### config.mk
export PLATFORM = sky130hd
export DESIGN_NAME = burst_addr_seq
export DESIGN_NICKNAME = d
export VERILOG_FILES = /design/src/rtl/burst_seq_pkg.sv /design/src/rtl/burst_beat_ctr.sv /design/src/rtl/burst_order_map.sv /design/src/rtl/burst_addr_seq.sv
export SDC_FILE = /design/constraint.sdc
export NUM_CORES = 1
export LEC_CHECK = 0
export BUFFER_PORTS_ARGS = -buffer_cell sky130_fd_sc_hd__buf_2
export CAP_MARGIN = 20
export CORE_UTILIZATION = 46
export DETAILED_ROUTE_END_ITERATION = 12
export PLACE_DENSITY = 0.82
export SKIP_LAST_GASP = 1
export SLEW_MARGIN = 20
export SYNTH_ARGS = -nofsm -noshare
export SYNTH_HDL_FRONTEND = slang
export SYNTH_SLANG_ARGS = --single-unit
### constraint.sdc
create_clock -name clk -period 2.8 [get_ports clk]
set_clock_uncertainty 0.05 [all_clocks]
set_input_delay 0 -clock clk [delete_from_list [all_inputs] [get_ports clk]]
set_output_delay 0 -clock clk [all_outputs]
set_load 0.02 [all_outputs]
### src/rtl/burst_seq_pkg.sv
package burst_seq_pkg;
  localparam int BEAT_W = 2;
  typedef logic [BEAT_W-1:0] beat_t;
  typedef enum logic {ORD_LINEAR = 1'b0, ORD_INTERLEAVED = 1'b1} order_e;
endpackage

### src/rtl/burst_beat_ctr.sv
module burst_beat_ctr
  import burst_seq_pkg::*;
(
  input  logic  clk,
  input  logic  rst,
  input  logic  load,
  input  logic  adv_n,
  output beat_t beat_q,
  output beat_t beat_d
);
  // load wins over advance; counter wraps naturally at its width
  always_comb begin
    if (load)        beat_d = '0;
    else if (!adv_n) beat_d = beat_q + beat_t'(1);
    else             beat_d = beat_q;
  end

  always_ff @(posedge clk) begin
    if (rst) beat_q <= '0;
    else     beat_q <= beat_d;
  end
endmodule

### src/rtl/burst_order_map.sv
module burst_order_map
  import burst_seq_pkg::*;
(
  input  beat_t  start,
  input  beat_t  idx,
  input  order_e order,
  output beat_t  low
);
  beat_t lin_low;
  beat_t ilv_low;

  assign lin_low = start + idx;
  assign ilv_low = start ^ idx;
  assign low     = (order == ORD_INTERLEAVED) ? ilv_low : lin_low;
endmodule

### src/rtl/burst_addr_seq.sv
module burst_addr_seq
  import burst_seq_pkg::*;
#(
  parameter int ADDR_W = 20
) (
  input  logic              clk,
  input  logic              rst,
  input  logic              load,
  input  logic [ADDR_W-1:0] load_addr,
  input  logic              adv_n,
  input  logic              mode_ilv,
  output logic [ADDR_W-1:0] cur_addr,
  output logic [BEAT_W-1:0] beat
);
  localparam int HI_W = ADDR_W - BEAT_W;

  beat_t           start_q, start_d;
  beat_t           beat_q, beat_d;
  beat_t           low_d;
  logic [HI_W-1:0] hi_q, hi_d;
  order_e          order;

  assign order   = mode_ilv ? ORD_INTERLEAVED : ORD_LINEAR;
  assign start_d = load ? load_addr[BEAT_W-1:0] : start_q;
  assign hi_d    = load ? load_addr[ADDR_W-1:BEAT_W] : hi_q;

  burst_beat_ctr u_ctr (
    .clk    (clk),
    .rst    (rst),
    .load   (load),
    .adv_n  (adv_n),
    .beat_q (beat_q),
    .beat_d (beat_d)
  );

  burst_order_map u_map (
    .start (start_d),
    .idx   (beat_d),
    .order (order),
    .low   (low_d)
  );

  always_ff @(posedge clk) begin
    if (rst) begin
      start_q  <= '0;
      hi_q     <= '0;
      cur_addr <= '0;
    end else begin
      start_q  <= start_d;
      hi_q     <= hi_d;
      cur_addr <= {hi_d, low_d};
    end
  end

  assign beat = beat_q;
endmodule

Word-level counts from Yosys, hierarchy flattened. Cells that the tools add are included.

Input port bits: 25. Flip-flop bits (word level): 42. Word-level logic and storage cells: 13.

Add/sub/neg operators: 2. Bitwise operators: 1. Muxes and demuxes: 6.

Operators with widths (count): $mux 18 (1); $mux 2 (4); $add 2x1->2 const B (1); $add 2x2->2 (1); $xor 2x2->2 (1); $mux 1 (1).

Logic depth before layout (Yosys ltp).
Word-level depth: 5. Gate-level depth with buffers: 8. Gate-level depth less buffers: 7.

Cells and area by module. A second synthesis with hierarchy kept.

Cell total of the unflattened synthesis: 81. Area total of the unflattened synthesis: 917.1 um^2.

Modules (own cells, without submodules): burst_addr_seq (area an instance 787.0 um^2, sequential area each 440.4 um^2, times used 1, cells an instance 68); burst_beat_ctr (area an instance 93.8 um^2, sequential area each 40.0 um^2, times used 1, cells an instance 9); burst_order_map (area an instance 36.3 um^2, sequential area each 0.0 um^2, times used 1, cells an instance 4).

Worst setup path after synthesis. Ideal clock, no wire load.

Kind: flip-flop to flip-flop. Start: register u_ctr.beat_q[0]. End: register cur_addr[1]. Buffers on the path: 0. Arrival: 1.237 ns. Setup slack: 1.386 ns. Cell stages (with the launch flop): 8. Required time: 2.622 ns. Period minus slack after synthesis: 1.414 ns. Library setup time: 0.128 ns. Cell sequence: dfxtp_1 -> xor2_1 -> nor2_1 -> ha_1 -> nand2b_1 -> xnor2_1 -> xnor2_1 -> nor2_1.

Longest elaborated chain between the ends: 5. Elaborated cells between the ends (all ways): 6. Classes of those cells: add/sub (2); mux (3); bitwise (1).

Ends and longest elaborated chain: start, declared (line burst_beat_ctr.sv:8) `output beat_t beat_q,`; start signal, assigned (line burst_beat_ctr.sv:20) `else beat_q <= beat_d;`; $add 2x1->2 (line burst_beat_ctr.sv:14) `else if (!adv_n) beat_d = beat_q + beat_t'(1);`; $mux 2 * (line burst_beat_ctr.sv:14); $mux 2 * (line burst_beat_ctr.sv:13) `if (load) beat_d = '0;`; via beat_d[0] (line burst_addr_seq.sv:18) `beat_t beat_q, beat_d;`; $add 2x2->2 * (line burst_order_map.sv:12) `assign lin_low = start + idx;`; $mux 2 * (line burst_order_map.sv:14) `assign low = (order == ORD_INTERLEAVED) ? ilv_low : lin_low;`; end signal, assigned (line burst_addr_seq.sv:51) `cur_addr <= {hi_d, low_d};`; end, declared (line burst_addr_seq.sv:12) `output logic [ADDR_W-1:0] cur_addr,`.

The timed path passes the listed nets; every way through them passes the cells marked *. A chain may end at the register's enable or synchronous reset.

Worst setup path in the final report. Ends and elaborated chain as after synthesis.

==> metrics.md <==
| Metric | Value |
|---|---|
| Status | `complete, no violations` |
| Post-Syn Instances | `83` |
| Clock Latency Late Sink | `290 ps` |
| Layout Nets | `175` |
| Final wirelength | `2000 µm` |
| Pins over their slew limit | `0` |
| Crit end category | `register` |
| Clk slew on worst S/H paths | `120 ps` |
| Max-cap violations | `0` |
| Clock buffers created by TritonCTS | `3` |
| Sequential cell area | `480 µm²` |
| CTS H-Tree Depth | `1` |
| Post-route cell area | `0.00136 mm²` |
| Clock Tree Root | `clkbuf_4` |
| Int Power | `0.000508 W` |
| Post-Place Cells | `149` |
| Die W | `45.9 µm` |
| Lkg Pwr | `0.698 nW` |
| RSZ-0062 raised after global routing | `false` |
| Die area | `0.00211 mm²` |
| Clock sinks | `24` |
| Critical Path Start Type | `register` |
| CTS tree | `built` |
| N_diodes | `0` |
| Multi-input logic area | `377 µm²` |
| Core box area | `0.00176 mm²` |
| Most common cell in the synthesized netlist | `dfxtp_1` |
| Cell taking the most area after synthesis | `dfxtp_1` |
| Hold endpoint | `start_q[0]` |
| Yosys warning count | `0` |
| Vias in the first global route | `742` |
| Die Y | `45.9 µm` |
| Slew @ Worst Pin | `632 ps` |
| Worst min path class | `primary input to register` |
| Crit-path max FO | `3` |
| Fmax | `0.716 GHz` |
| IO Count | `47` |
| Largest cells by area after synthesis | `dfxtp_1 54%, mux2i_1 21%, nor2_1 9.7%` |
| Setup TNS | `0 ps` |
| GRT Overall Usage | `20.2%` |
| Ys async rst share | `0%` |
| Flop2flop setup slack | `1400 ps` |
| Share of layout cells above drive strength 1 | `35.1%` |
| Initial antenna violation count | `0` |
| Antenna-violating nets left | `0` |
| Std-Cell Rows | `15` |
| # setup viols final | `0` |
| DP HPWL | `1160 µm` |
| Crit path time final | `1400 ps` |
| Post-CTS Resized | `0` |
| CTS Buffer Depth | `2` |
| Critical Path RT | `2940 ps` |
| Final core utilization | `76.8%` |
| Detailed-route DRC error count | `0` |
| Synthesized cell area | `888 µm²` |
| Critical path class | `register to register` |
| Routed wire per std cell | `11.5 µm` |
| Critical R2R Capture | `cur_addr[1]` |
| Final period utilization | `49.9%` |
| Max-slew headroom | `57.8%` |
| Top cells by count, synth | `24 x dfxtp_1, 23 x nor2_1, 19 x mux2i_1, 4 x nor2b_1` |
| Sw Ratio | `24.9%` |
| Main flop type after synthesis | `dfxtp_1` |
| Post-route insts no fill | `173` |
| Drt pass-1 iters | `4` |
| Clock Power Share | `25.4%` |
| Sequential power share | `54.9%` |
| First-pass GRT wire length | `2990 µm` |
| Sw power | `0.000168 W` |
| Post-DP Area | `0.00112 mm²` |
| RR Startpoint | `u_ctr.beat_q[0]` |
| Synthesized net count | `109` |
| Worst VDD drop | `0.000594 V` |
| Largest net degree at the start of global routing | `25` |
| Routability cong. | `0.695` |
| Hold Crit Depth | `3` |
| Tot Pwr | `0.000676 W` |
| Starting Density | `50.4%` |
| Number of synthesized flops with an enable pin | `0` |
| Synth unique cells | `15` |
| Worst Reg-to-Reg Cells | `7` |
| Avg Inst Size Synth | `10.7 µm²` |
| Fillers | `133` |
| CP Data Arrival Time | `1530 ps` |
| #FFs+latches synth | `24` |
| Seq/Total Area, Yosys | `54.1%` |
| IO Port Bufs | `46` |
| Grt ovf | `0` |
| Hold_sp | `load_addr[0]` |
| DR vias/cell | `4.60` |
| Logic pwr share | `19.7%` |
| Initial DRC Count | `6` |
| Top cell type's share of synthesized area | `54.1%` |
| Final Hold Viols | `0` |
| Power Density | `499 mW/mm²` |
| Synth-to-layout area growth | `52.5%` |
| Setup Fix Bufs, Post-CTS | `0` |
| Via count | `796` |
==> kinds of logic after synthesis <==
| kind of cell | after synthesis | synth area share [%] |
|---|---|---|
| XOR/XNOR | 3 | 2.96 |
| AND/OR/NAND/NOR | 29 | 13.8 |
| adder cells (fa/ha/maj) | 1 | 1.41 |
| buffers and inverters | 5 | 3.52 |
| multiplexers | 21 | 24.2 |
| flip-flops | 24 | 54.1 |
==> power groups by stage <==
stage          Sequential (W)  Clock (W)  Combinational, W
2_1_floorplan        0.000402          0         0.0000473
3_3_place_gp         0.000378          0          0.000108
3_5_place_dp         0.000378          0          0.000111
4_1_cts              0.000371   0.000181          0.000132
5_1_grt              0.000373   0.000192          0.000143
6_report             0.000371   0.000172          0.000133
==> repair_timing <==
action	in CTS	in global routing
endpoints found under the setup margin	0	0
endpoints found under the hold margin	20	0
hold buffers	20	0
==> flip-flops by register name, summed over array words and instances, names as in the netlist <==
name,cells
u_ctr.beat_q,2
cur_addr,20
start_q,2
==> cell usage in the layout, fill, tap and decap left out <==
cell / instances
nor2b_1: 4
xnor2_1: 2
nor3_1: 1
clkbuf_8: 1
clkbuf_4: 3
nand2b_1: 1
dlygate4sd3_1: 20
dfxtp_1: 24
mux2_2: 1
ha_1: 1
nor2_1: 23
mux2i_1: 19
xor2_1: 1
buf_2: 46
mux2i_2: 1
==> metrics by stage <==
step                      hold WS, ps  worst slack [ps]
final                            19.8              1400
after global routing             24.6              1290
after CTS                        11.1              1390
after detailed placement          196              1080
after global placement            182              1120
after floorplan                  21.6              1390
==> layer usage <==
| layer | routed length, µm | vias to the layer above | track usage [%] |
|---|---|---|---|
| met5 | 0 | - | 0 |
| met4 | 38 | 0 | 8.82 |
| met3 | 99 | 4 | 5.16 |
| met2 | 1060 | 29 | 36.3 |
| met1 | 800 | 365 | 22.0 |
| li1 | - | 398 | - |
==> area by class of cell <==
cell class / count / share of cell area, %
clock buffer: 4 / 2.68
multi-input combinational: 54 / 27.8
timing repair buffer: 66 / 31.8
sequential: 24 / 35.5
tap: 25 / 2.31
==> critical path: stages, from the launching register on <==
cell,delay [ps]
dfxtp_1,380
xor2_1,200
nor2_1,70
ha_1,210
nand2b_1,80
xnor2_1,130
xnor2_1,130
nor2_1,50
==> worst max-delay path by stage <==
| stage | start | end | slack [ps] | cells past startpoint |
|---|---|---|---|---|
| after floorplan | u_ctr.beat_q[0] | cur_addr[1] | 1390 | 7 |
| after global placement | load | cur_addr[1] | 1120 | 7 |
| after detailed placement | load | cur_addr[1] | 1080 | 7 |
| after CTS | u_ctr.beat_q[0] | cur_addr[1] | 1390 | 7 |
| after global routing | u_ctr.beat_q[0] | cur_addr[1] | 1290 | 7 |
| final | u_ctr.beat_q[0] | cur_addr[1] | 1400 | 7 |
(Power assumes the default switching activity.)
